File: config.mk
export PLATFORM = sky130hd
export DESIGN_NAME = cg_credit_gate
export DESIGN_NICKNAME = d
export VERILOG_FILES = /design/src/rtl/cg_pkg.sv /design/src/rtl/cg_map_table.sv /design/src/rtl/cg_credit_pool.sv /design/src/rtl/cg_rr_arb.sv /design/src/rtl/cg_credit_gate.sv
export SDC_FILE = /design/constraint.sdc
export NUM_CORES = 1
export LEC_CHECK = 0
export ABC_AREA = 1
export CAP_MARGIN = 20
export CORE_MARGIN = 4
export CORE_UTILIZATION = 25
export DETAILED_ROUTE_END_ITERATION = 10
export MAX_ROUTING_LAYER = met4
export PLACE_DENSITY_LB_ADDON = 0.05
export SETUP_SLACK_MARGIN = 0.5
export SYNTH_ARGS = -nofsm -noshare
export SYNTH_HDL_FRONTEND = slang
export SYNTH_SLANG_ARGS = --single-unit
File: constraint.sdc
create_clock -name clk -period 21.8 [get_ports clk]
set_input_delay 3.27 -clock clk [delete_from_list [all_inputs] [get_ports clk]]
set_output_delay 3.27 -clock clk [all_outputs]
set_load 0.01 [all_outputs]
File: src/rtl/cg_pkg.sv
package cg_pkg;

    localparam int CG_CLASSES  = 8;
    localparam int CG_CHANNELS = 4;
    localparam int CG_CRED_W   = 12;
    localparam int CG_LEN_W    = 7;
    localparam int CG_MAX_CH   = 16;

    typedef enum logic [0:0] {
        TBL_IDLE    = 1'b0,
        TBL_PENDING = 1'b1
    } tbl_state_e;

    // First set bit strictly after position last, scanning cyclically over n bits.
    function automatic int rr_first(input logic [CG_MAX_CH-1:0] elig,
                                    input int last, input int n);
        int idx;
        rr_first = -1;
        for (int i = 1; i <= CG_MAX_CH; i++) begin
            if (i <= n && rr_first < 0) begin
                idx = (last + i) % n;
                if (elig[idx]) rr_first = idx;
            end
        end
    endfunction

endpackage

File: src/rtl/cg_map_table.sv
module cg_map_table
    import cg_pkg::*;
#(
    parameter int NUM_CLS = CG_CLASSES,
    parameter int NUM_VC  = CG_CHANNELS,
    localparam int CLS_W  = $clog2(NUM_CLS),
    localparam int VC_W   = $clog2(NUM_VC)
) (
    input  logic                     clk,
    input  logic                     rst,
    input  logic                     wr,
    input  logic [CLS_W-1:0]         wr_cls,
    input  logic [VC_W-1:0]          wr_vc,
    input  logic                     busy,
    output logic [NUM_CLS*VC_W-1:0]  map_flat
);

    logic [VC_W-1:0]  map_q [NUM_CLS];
    tbl_state_e       state_q;
    logic [CLS_W-1:0] pend_cls;
    logic [VC_W-1:0]  pend_vc;
    logic [CLS_W-1:0] eff_cls;
    logic [VC_W-1:0]  eff_vc;
    logic             apply;

    always_comb begin
        eff_cls = wr ? wr_cls : pend_cls;
        eff_vc  = wr ? wr_vc  : pend_vc;
        apply   = !busy && (wr || state_q == TBL_PENDING);
    end

    always_ff @(posedge clk) begin
        if (rst) begin
            for (int c = 0; c < NUM_CLS; c++) map_q[c] <= VC_W'(c % NUM_VC);
            state_q  <= TBL_IDLE;
            pend_cls <= '0;
            pend_vc  <= '0;
        end else if (apply) begin
            map_q[eff_cls] <= eff_vc;
            state_q        <= TBL_IDLE;
        end else if (wr) begin
            pend_cls <= wr_cls;
            pend_vc  <= wr_vc;
            state_q  <= TBL_PENDING;
        end
    end

    for (genvar c = 0; c < NUM_CLS; c++) begin : g_flat
        assign map_flat[c*VC_W +: VC_W] = map_q[c];
    end

endmodule

File: src/rtl/cg_credit_pool.sv
module cg_credit_pool
    import cg_pkg::*;
#(
    parameter int CRED_W = CG_CRED_W,
    parameter int LEN_W  = CG_LEN_W
) (
    input  logic              clk,
    input  logic              rst,
    input  logic              take,
    input  logic [LEN_W-1:0]  take_len,
    input  logic              give,
    input  logic [CRED_W-1:0] give_amt,
    output logic [CRED_W-1:0] level,
    output logic              ovf
);

    logic [CRED_W:0] sum;

    always_comb begin
        sum = {1'b0, level};
        if (take) sum = sum - {{(CRED_W+1-LEN_W){1'b0}}, take_len};
        if (give) sum = sum + {1'b0, give_amt};
    end

    always_ff @(posedge clk) begin
        if (rst) begin
            level <= '0;
            ovf   <= 1'b0;
        end else if (sum[CRED_W]) begin
            level <= '1;
            ovf   <= 1'b1;
        end else begin
            level <= sum[CRED_W-1:0];
        end
    end

endmodule

File: src/rtl/cg_rr_arb.sv
module cg_rr_arb
    import cg_pkg::*;
#(
    parameter int NUM_VC = CG_CHANNELS,
    localparam int VC_W  = $clog2(NUM_VC)
) (
    input  logic              clk,
    input  logic              rst,
    input  logic [NUM_VC-1:0] elig,
    output logic              pick_vld,
    output logic [VC_W-1:0]   pick
);

    logic [VC_W-1:0] last_q;
    int              sel;

    always_comb begin
        sel      = rr_first({{(CG_MAX_CH-NUM_VC){1'b0}}, elig}, int'(last_q), NUM_VC);
        pick_vld = (sel >= 0);
        pick     = pick_vld ? VC_W'(sel) : '0;
    end

    always_ff @(posedge clk) begin
        if (rst)           last_q <= VC_W'(NUM_VC - 1);
        else if (pick_vld) last_q <= pick;
    end

endmodule

File: src/rtl/cg_credit_gate.sv
module cg_credit_gate
    import cg_pkg::*;
#(
    parameter int NUM_CLS = CG_CLASSES,
    parameter int NUM_VC  = CG_CHANNELS,
    parameter int CRED_W  = CG_CRED_W,
    parameter int LEN_W   = CG_LEN_W,
    localparam int CLS_W  = $clog2(NUM_CLS),
    localparam int VC_W   = $clog2(NUM_VC)
) (
    input  logic                      clk,
    input  logic                      rst,
    input  logic [NUM_CLS-1:0]        cls_req,
    input  logic [NUM_CLS*LEN_W-1:0]  cls_len,
    input  logic                      ret_vld,
    input  logic [VC_W-1:0]           ret_vc,
    input  logic [CRED_W-1:0]         ret_amt,
    input  logic                      map_wr,
    input  logic [CLS_W-1:0]          map_wr_cls,
    input  logic [VC_W-1:0]           map_wr_vc,
    output logic                      gnt_vld,
    output logic [CLS_W-1:0]          gnt_cls,
    output logic [VC_W-1:0]           gnt_vc,
    output logic [NUM_VC*CRED_W-1:0]  cred_lvl,
    output logic [NUM_VC-1:0]         cred_ovf
);

    logic [NUM_CLS*VC_W-1:0] map_flat;
    logic [CRED_W-1:0]       lvl    [NUM_VC];
    logic [VC_W-1:0]         cls_vc [NUM_CLS];
    logic [LEN_W-1:0]        cls_ln [NUM_CLS];
    logic [NUM_CLS-1:0]      cls_ok;
    logic [NUM_VC-1:0]       vc_elig;
    logic [CLS_W-1:0]        vc_cls [NUM_VC];
    logic [LEN_W-1:0]        gnt_len;

    cg_map_table #(.NUM_CLS(NUM_CLS), .NUM_VC(NUM_VC)) u_table (
        .clk(clk), .rst(rst), .wr(map_wr), .wr_cls(map_wr_cls), .wr_vc(map_wr_vc),
        .busy(gnt_vld), .map_flat(map_flat)
    );

    for (genvar c = 0; c < NUM_CLS; c++) begin : g_cls
        assign cls_vc[c] = map_flat[c*VC_W +: VC_W];
        assign cls_ln[c] = cls_len[c*LEN_W +: LEN_W];
        assign cls_ok[c] = cls_req[c] &&
                           (lvl[cls_vc[c]] >= {{(CRED_W-LEN_W){1'b0}}, cls_ln[c]});
    end

    // Per channel: any eligible member, and the lowest-numbered one.
    always_comb begin
        for (int v = 0; v < NUM_VC; v++) begin
            vc_elig[v] = 1'b0;
            vc_cls[v]  = '0;
            for (int c = NUM_CLS - 1; c >= 0; c--) begin
                if (cls_ok[c] && cls_vc[c] == VC_W'(v)) begin
                    vc_elig[v] = 1'b1;
                    vc_cls[v]  = CLS_W'(c);
                end
            end
        end
    end

    cg_rr_arb #(.NUM_VC(NUM_VC)) u_arb (
        .clk(clk), .rst(rst), .elig(vc_elig), .pick_vld(gnt_vld), .pick(gnt_vc)
    );

    assign gnt_cls = vc_cls[gnt_vc];
    assign gnt_len = cls_ln[gnt_cls];

    for (genvar v = 0; v < NUM_VC; v++) begin : g_pool
        cg_credit_pool #(.CRED_W(CRED_W), .LEN_W(LEN_W)) u_pool (
            .clk(clk), .rst(rst),
            .take(gnt_vld && gnt_vc == VC_W'(v)), .take_len(gnt_len),
            .give(ret_vld && ret_vc == VC_W'(v)), .give_amt(ret_amt),
            .level(lvl[v]), .ovf(cred_ovf[v])
        );
        assign cred_lvl[v*CRED_W +: CRED_W] = lvl[v];
    end

endmodule

# After elaboration in Yosys (flattened, before gate mapping)
# Memory sizes are Yosys's and may differ from the RTL's.
# Index checks and enable logic that the tools add are counted.
[word_totals] register_bits=60 wordCells=298 inputBits=87 ram_bits=16 n_memories=1
[op_classes] reduce_logical=67 add_sub_neg=12 magnitude_cmp=26 n_bitwise=14 eq_ne=30 muxes=136
[memory_table] name="u_table.map_q" depth=8 word_bits=2 rd=8 rd_clocked_by_memory_dff=0 wr=8 line_no="cg_map_table.sv:18" text="logic [VC_W-1:0] map_q [NUM_CLS];"
[ops] operator="$mux W12" n=20
[ops] operator="$mux W32" n=7
[ops] operator="$bmux W12 S2" n=8
[ops] operator="$mux W3" n=36
[ops] operator="$mux W13" n=8
[ops] operator="$ge A12 B7 Y1" n=8
[ops] operator="$lt A32 B1 Y1 const B" n=3
[ops] operator="$add A13 B12 Y13" n=4
[ops] operator="$sub A12 B7 Y13" n=4
[ops] operator="$logic_and A1 B1 Y1" n=49
[ops] operator="$mux W1" n=46
[ops] operator="$eq A2 B2 Y1 const B" n=20
[ops] operator="$ge A32 B1 Y1 const B" n=1
[ops] operator="$ge A3 B3 Y1 const B" n=9
[ops] operator="$not A2 Y3" n=9
[ops] operator="$lt A3 B6 Y1 const B" n=4
[ops] operator="$bmux W7 S3" n=1
[ops] operator="$eq A2 B1 Y1 const B" n=10
[ops] operator="$logic_not A2 Y1" n=10
[ops] operator="$mux W7" n=2
[ops] operator="$bmux W1 S3" n=4
[ops] operator="$reduce_or A2 Y1" n=6
[ops] operator="$bmux W3 S2" n=1
[ops] operator="$mux W2" n=3
[ops] operator="7 further kinds" n=12

# Depth between registers and ports, before layout
# An unclocked memory read counts as a cell.
[logic_depth] depth_word=41 mapped_depth=65 mapped_depth_nobuf=63

# By module
# A second synthesis with hierarchy kept.
[unflattened] cells_unflattened=2398 area_unflattened_um2=13867.0
[by_module_without_submodules] module="cg_credit_gate" cells_per_inst=832 seq_area_each_um2=0.0 area_per_inst_um2=4483.0 n_inst=1
[by_module_without_submodules] module="cg_credit_pool (g_pool[1].u_pool ...)" cells_per_inst=340 seq_area_each_um2=260.2 area_per_inst_um2=2023.2 n_inst=2
[by_module_without_submodules] module="cg_credit_pool (g_pool[3].u_pool)" cells_per_inst=357 seq_area_each_um2=260.2 area_per_inst_um2=2009.4 n_inst=1
[by_module_without_submodules] module="cg_credit_pool (g_pool[0].u_pool)" cells_per_inst=356 seq_area_each_um2=260.2 area_per_inst_um2=1973.1 n_inst=1
[by_module_without_submodules] module="cg_map_table" cells_per_inst=113 seq_area_each_um2=600.6 area_per_inst_um2=1031.0 n_inst=1
[by_module_without_submodules] module="cg_rr_arb" cells_per_inst=60 seq_area_each_um2=40.0 area_per_inst_um2=324.1 n_inst=1

# Least setup slack after synthesis
# Ideal clock, no wire load.
[synth_path] path_kind="input to register" start="in cls_len[42]" end="reg g_pool[2].u_pool.level[10]" setup_ns=0.070 stages=50 setup_slack_ns=12.299 t_arrival_ns=9.430 cell_sequence="ha_1 o21ai_0 a21boi_0 o21ai_0 nand2_1 nand2_1 nand2_1 nand3_1 nand2_1 nor2_2 nand3_1 nand3_1 nand2_1 nor3_2 nand2_1 buf_6 nand3_4 nand3_4 [... 14 more ...] nor2_1 o21ai_0 nand2_1 a21oi_1 nor2_1 o21ai_0 nand2_1 a21oi_1 or2_2 o21ai_0 nand2_1 nand2_1 a21oi_1 or2_2 o21bai_1 nand2_2 inv_2 a21oi_1"
[synth_via] elab_chain_len=35
[synth_rtl] item="start, declared" line_no="cg_credit_gate.sv:14" text="input logic [NUM_CLS*LEN_W-1:0] cls_len,"
[synth_rtl] item="$ge A12 B7 Y1 (*)" line_no="cg_credit_gate.sv:46" text="(lvl[cls_vc[c]] >= {{(CRED_W-LEN_W){1'b0}}, cls_ln[c]});"
[synth_rtl] item="$logic_and A1 B1 Y1 (*)" line_no="cg_credit_gate.sv:45" text="assign cls_ok[c] = cls_req[c] &&"
[synth_rtl] item="$logic_and A1 B1 Y1" line_no="cg_credit_gate.sv:55" text="if (cls_ok[c] && cls_vc[c] == VC_W'(v)) begin"
[synth_rtl] item="$mux W1 (7 in a row)" line_no="cg_credit_gate.sv:55"
[synth_rtl] item="$bmux W1 S3" line_no="cg_pkg.sv:22" text="if (elig[idx]) rr_first = idx;"
[synth_rtl] item="$mux W1 (implied by the code) (2 in a row)" line_no="cg_pkg.sv:22"
[synth_rtl] item="$mux W32" line_no="cg_pkg.sv:22"
[synth_rtl] item="$lt A32 B1 Y1 or $mux W32 (tied branches)" line_no="cg_pkg.sv:20, cg_pkg.sv:22"
[synth_rtl] item="[... 6 more ...]"
[synth_rtl] item="named net gnt_vld" line_no="cg_credit_gate.sv:21" text="output logic gnt_vld,"
[synth_rtl] item="[... 5 more ...]"
[synth_rtl] item="named net gnt_cls[0]" line_no="cg_credit_gate.sv:22" text="output logic [CLS_W-1:0] gnt_cls,"
[synth_rtl] item="$not A3 Y4 (implied by the code) (*)" line_no="cg_credit_gate.sv:68" text="assign gnt_len = cls_ln[gnt_cls];"
[synth_rtl] item="$bmux W7 S3 (*)" line_no="cg_credit_gate.sv:68"
[synth_rtl] item="$mux W7 (implied by the code) (*) (2 in a row)" line_no="cg_credit_gate.sv:68"
[synth_rtl] item="$sub A12 B7 Y13 (*)" line_no="cg_credit_pool.sv:21" text="if (take) sum = sum - {{(CRED_W+1-LEN_W){1'b0}}, take_len};"
[synth_rtl] item="$mux W13 (*)" line_no="cg_credit_pool.sv:21"
[synth_rtl] item="$add A13 B12 Y13" line_no="cg_credit_pool.sv:22" text="if (give) sum = sum + {1'b0, give_amt};"
[synth_rtl] item="$mux W13 (*)" line_no="cg_credit_pool.sv:22"
[synth_rtl] item="$mux W12 (*)" line_no="cg_credit_pool.sv:29" text="end else if (sum[CRED_W]) begin"
[synth_rtl] item="end signal, assigned" line_no="cg_credit_pool.sv:33" text="level <= sum[CRED_W-1:0];"
[synth_rtl] item="end, declared" line_no="cg_credit_pool.sv:13" text="output logic [CRED_W-1:0] level,"
# Mark *: on every way through the listed nets, which the timed path passes. The rest lies on a longest branch. The select of a mux whose other input is x is not followed.
# A chain may end at the register's enable or synchronous reset.

# Worst setup path in the final report
[layout_path] start="in cls_len[40]" end="reg g_pool[2].u_pool.level[10]"
[layout_via] elab_chain_len=34
[layout_rtl] item="$ge A12 B7 Y1" line_no="cg_credit_gate.sv:46"
[layout_rtl] item="$logic_and A1 B1 Y1" line_no="cg_credit_gate.sv:45"
[layout_rtl] item="$logic_and A1 B1 Y1" line_no="cg_credit_gate.sv:55"
[layout_rtl] item="$mux W1 (6 in a row)" line_no="cg_credit_gate.sv:55"
[layout_rtl] item="$bmux W1 S3" line_no="cg_pkg.sv:22"
[layout_rtl] item="$mux W1 (implied by the code) (2 in a row)" line_no="cg_pkg.sv:22"
[layout_rtl] item="$mux W32" line_no="cg_pkg.sv:22"
[layout_rtl] item="$lt A32 B1 Y1 or $mux W32 (tied branches)" line_no="cg_pkg.sv:20, cg_pkg.sv:22"
[layout_rtl] item="[... 11 more ...]"
[layout_rtl] item="$not A3 Y4 (implied by the code)" line_no="cg_credit_gate.sv:68"
[layout_rtl] item="$bmux W7 S3" line_no="cg_credit_gate.sv:68"
[layout_rtl] item="$mux W7 (implied by the code) (2 in a row)" line_no="cg_credit_gate.sv:68"
[layout_rtl] item="$sub A12 B7 Y13" line_no="cg_credit_pool.sv:21"
[layout_rtl] item="$mux W13 (*)" line_no="cg_credit_pool.sv:21"
[layout_rtl] item="$add A13 B12 Y13" line_no="cg_credit_pool.sv:22"
[layout_rtl] item="$mux W13 (*)" line_no="cg_credit_pool.sv:22"
[layout_rtl] item="$mux W12 (*)" line_no="cg_credit_pool.sv:29"
# Every way passes the cells marked *; elsewhere a longest branch is shown, timed or not. The select of a mux whose other input is x is not followed.

==> flow_summary.toml <==
[placed_design]
placed_area_mm2 = 0.0148
placed_cells = 2862
placement.setup.worst_slack_ps = 9180
gp_congestion = 0.920
numPortBuffers = 144
detailed_place_hpwl_um = 49500

[detailed_routing]
vias = 14300
wirelength_um = 60500
first_pass_iters = 6
postRouteAntennaNets = 0
drc = 0
avgRoutedWirePerCell_um = 21.0
viasPerCell = 4.96
dr.first_iter.drc_count = 1173

[timing]
finalHoldViolCount = 0
timing.slew.headroom = 0.434
finalWorstSetupSlack_ps = 9540
achievable-frequency_ghz = 0.0816
timing.final.crit_period_ps = 12260
fin_crit_sh = 0.562
timing.final.setup_violations = 0
report.final.slew_viol_count = 0
fin_worst_skew_ps = 9.96
worstMarginPinSlew_ps = 848
rsz0062_at_grt = "no"
setup_total_negative_slack_ps = 0

[clock_network]
path_clk_slew_ps = 60
holdBufCountCts = 0
clock-sinks = 76
tritoncts = "done"
cts_repair_resize_count = 0
clock_insertion_delay_worst_skew_ps = 390
root_driver = "sky130_fd_sc_hd__clkbuf_16"
cts_inserted_buffers = 9
post-cts-setup-buffers = 0
clockBufferDepth = 2
cts_max_level = 3

[critical_path]
crit_path_max_incr_delay_ps = 630
critical_path.endpoint_type = "flip-flop"
worst-setup-path-type = "input pin to flip-flop"
cp_max_fo = 29
crit_arrival_ps = 12570
critPathLaunchType = "input pin"
crit_path_frequent_cell = "sky130_fd_sc_hd__nand2_1"
required_ps = 22120
crit_path_top_delay_cell = "sky130_fd_sc_hd__nand2_2"

[global_routing]
number_of_antenna_violations_at_the_first_check_in_global_routing = 0
grt_first_pass_wirelength_um = 89500
globalRoute.totalOverflow = 0
via_count_of_the_first_global_routing_pass = 13600
grt_start_max_net_pins = 46
groute.usage.overall = 0.218

[floorplanning]
num_io_pins = 145
placeable_core_region_mm2 = 0.0513
die-height_um = 235
rows = 83
starting_utilization_of_the_core_area = 0.252
floorplan.die.width_um = 235
die_area_mm2 = 0.0554

[synth]
most_numerous_cell_types_in_the_synthesized_netlist = "sky130_fd_sc_hd__nand2_1 (536), sky130_fd_sc_hd__inv_1 (289), sky130_fd_sc_hd__nor2_1 (155), sky130_fd_sc_hd__nand3_1 (137), sky130_fd_sc_hd__ha_1 (136)"
synth-seq-cells = 76
share_of_the_synthesized_area_in_the_top_cell_type = 0.156
synth-main-ff-cell = "sky130_fd_sc_hd__dfxtp_1"
synthesis.nets = 2341
synthesis.yosys.warnings = 0
synth.yosys.seq_area_share = 0.130
postSynthAreaPerCell_um2 = 6.13
most_area_hungry_cell_type_in_the_yosys_netlist = "sky130_fd_sc_hd__nand2_1"
synth.top_cells.by_area = "sky130_fd_sc_hd__nand2_1 (16%), sky130_fd_sc_hd__ha_1 (13%), sky130_fd_sc_hd__dfxtp_1 (9.3%), sky130_fd_sc_hd__inv_1 (8.4%), sky130_fd_sc_hd__nand3_1 (5.3%)"
syn_area_mm2 = 0.0129
synth_enable_flop_cells = 16
yosys.cell_count.top_type = "sky130_fd_sc_hd__nand2_1"
post_synth_inst_count = 2110
synth_cell_type_count = 57
synthArstFlopShare = 0

[layout]
layout-area-overhead-vs-synth_pct = 16.9
multi_input_combinational_cell_area_mm2 = 0.00951
filler_cell_count = 5740
antenna_cells = 0
fin_cells = 2879
layout-drive-gt1-share = 0.0668
register_area_mm2 = 0.00168
finalInstanceArea_mm2 = 0.0151
final_nets = 2425

[job]
drv.max_cap_violation_count = 0

[min_path]
timing.hold.worst.class = "flip-flop to flip-flop"

[run_status]
run_status = "finished, final reports clean"
## worst max-delay path: cells and delay by family
family / cells / cell delay (ps)
AO/OA/AOI/OAI: 11 / 1560
adder cells (fa/ha/maj): 4 / 1520
buffers and inverters: 6 / 1020
AND/OR/NAND/NOR: 28 / 5160
## registers in the layout, summed over array words and instances, names as in the netlist
register / cells
u_table.pend_vc: 2
u_table.state_q: 1
g_pool.u_pool.ovf: 4
g_pool.u_pool.level: 48
u_table.map_q: 16
u_table.pend_cls: 3
u_arb.last_q: 2
## through the flow
step,utilization,hold slack [ps]
6_report,0.295,453
5_1_grt,0.295,484
4_1_cts,0.294,459
3_5_place_dp,0.288,443
3_3_place_gp,0.288,440
2_1_floorplan,-,423
## cells by family (layout without fill, tap and decap cells)
logic type                 count (synthesis)  in the layout  synth area share
AOI/OAI and AO/OA                        473            473             0.221
xor gates and xnor gates                  53             53            0.0371
adders and majority gates                144            144             0.144
buffers and inverters                    403            492             0.136
DFF                                       76             76             0.130
muxes                                      1              1          0.000774
and+or+nand+nor                          960            960             0.331
## final cells by class
class                      count  share of cell area
timing repair buffer         152              0.0998
clock buffer                  12              0.0163
clock inverter                 4             0.00637
inverter                     324              0.0808
sequential                    76               0.111
multi-input combinational   1631               0.629
tap                          680              0.0563
## path summary, 6_finish.rpt
check | startpoint | endpoint | slack (ps) | depth (start not counted)
max | cls_len[40] | g_pool[2].u_pool.level[10] | 9540 | 49
min | u_table.pend_cls[2] | u_table.pend_cls[2] | 450 | 2
max reg2reg | u_table.map_q[5][0] | g_pool[2].u_pool.level[10] | 11170 | 51
min reg2reg | u_table.pend_cls[2] | u_table.pend_cls[2] | 450 | 2
## routing by layer
layer  up-vias  part of all wire  global-route usage
li1       7212                 -                   -
met1      6552              0.50               0.306
met2       446              0.43               0.328
met3        76             0.049              0.0322
met4         0             0.024              0.0619
met5         -                 0                   -
## cell usage in the layout, fill, tap and decap left out, types with 25 or more instances in the layout
cell                              instances
sky130_fd_sc_hd__nand2_1                536
sky130_fd_sc_hd__inv_1                  289
sky130_fd_sc_hd__nor2_1                 155
sky130_fd_sc_hd__clkdlybuf4s50_1        143
sky130_fd_sc_hd__nand3_1                137
sky130_fd_sc_hd__ha_1                   136
sky130_fd_sc_hd__a21oi_1                123
sky130_fd_sc_hd__o21ai_0                114
sky130_fd_sc_hd__o21ai_1                 63
sky130_fd_sc_hd__dfxtp_1                 60
sky130_fd_sc_hd__a22oi_1                 49
sky130_fd_sc_hd__o221ai_1                48
sky130_fd_sc_hd__xor2_1                  41
sky130_fd_sc_hd__inv_2                   25
Power is left out: the tool's default activity adds up to more than one toggle a clock period on the data nets, which glitch-free logic cannot reach.
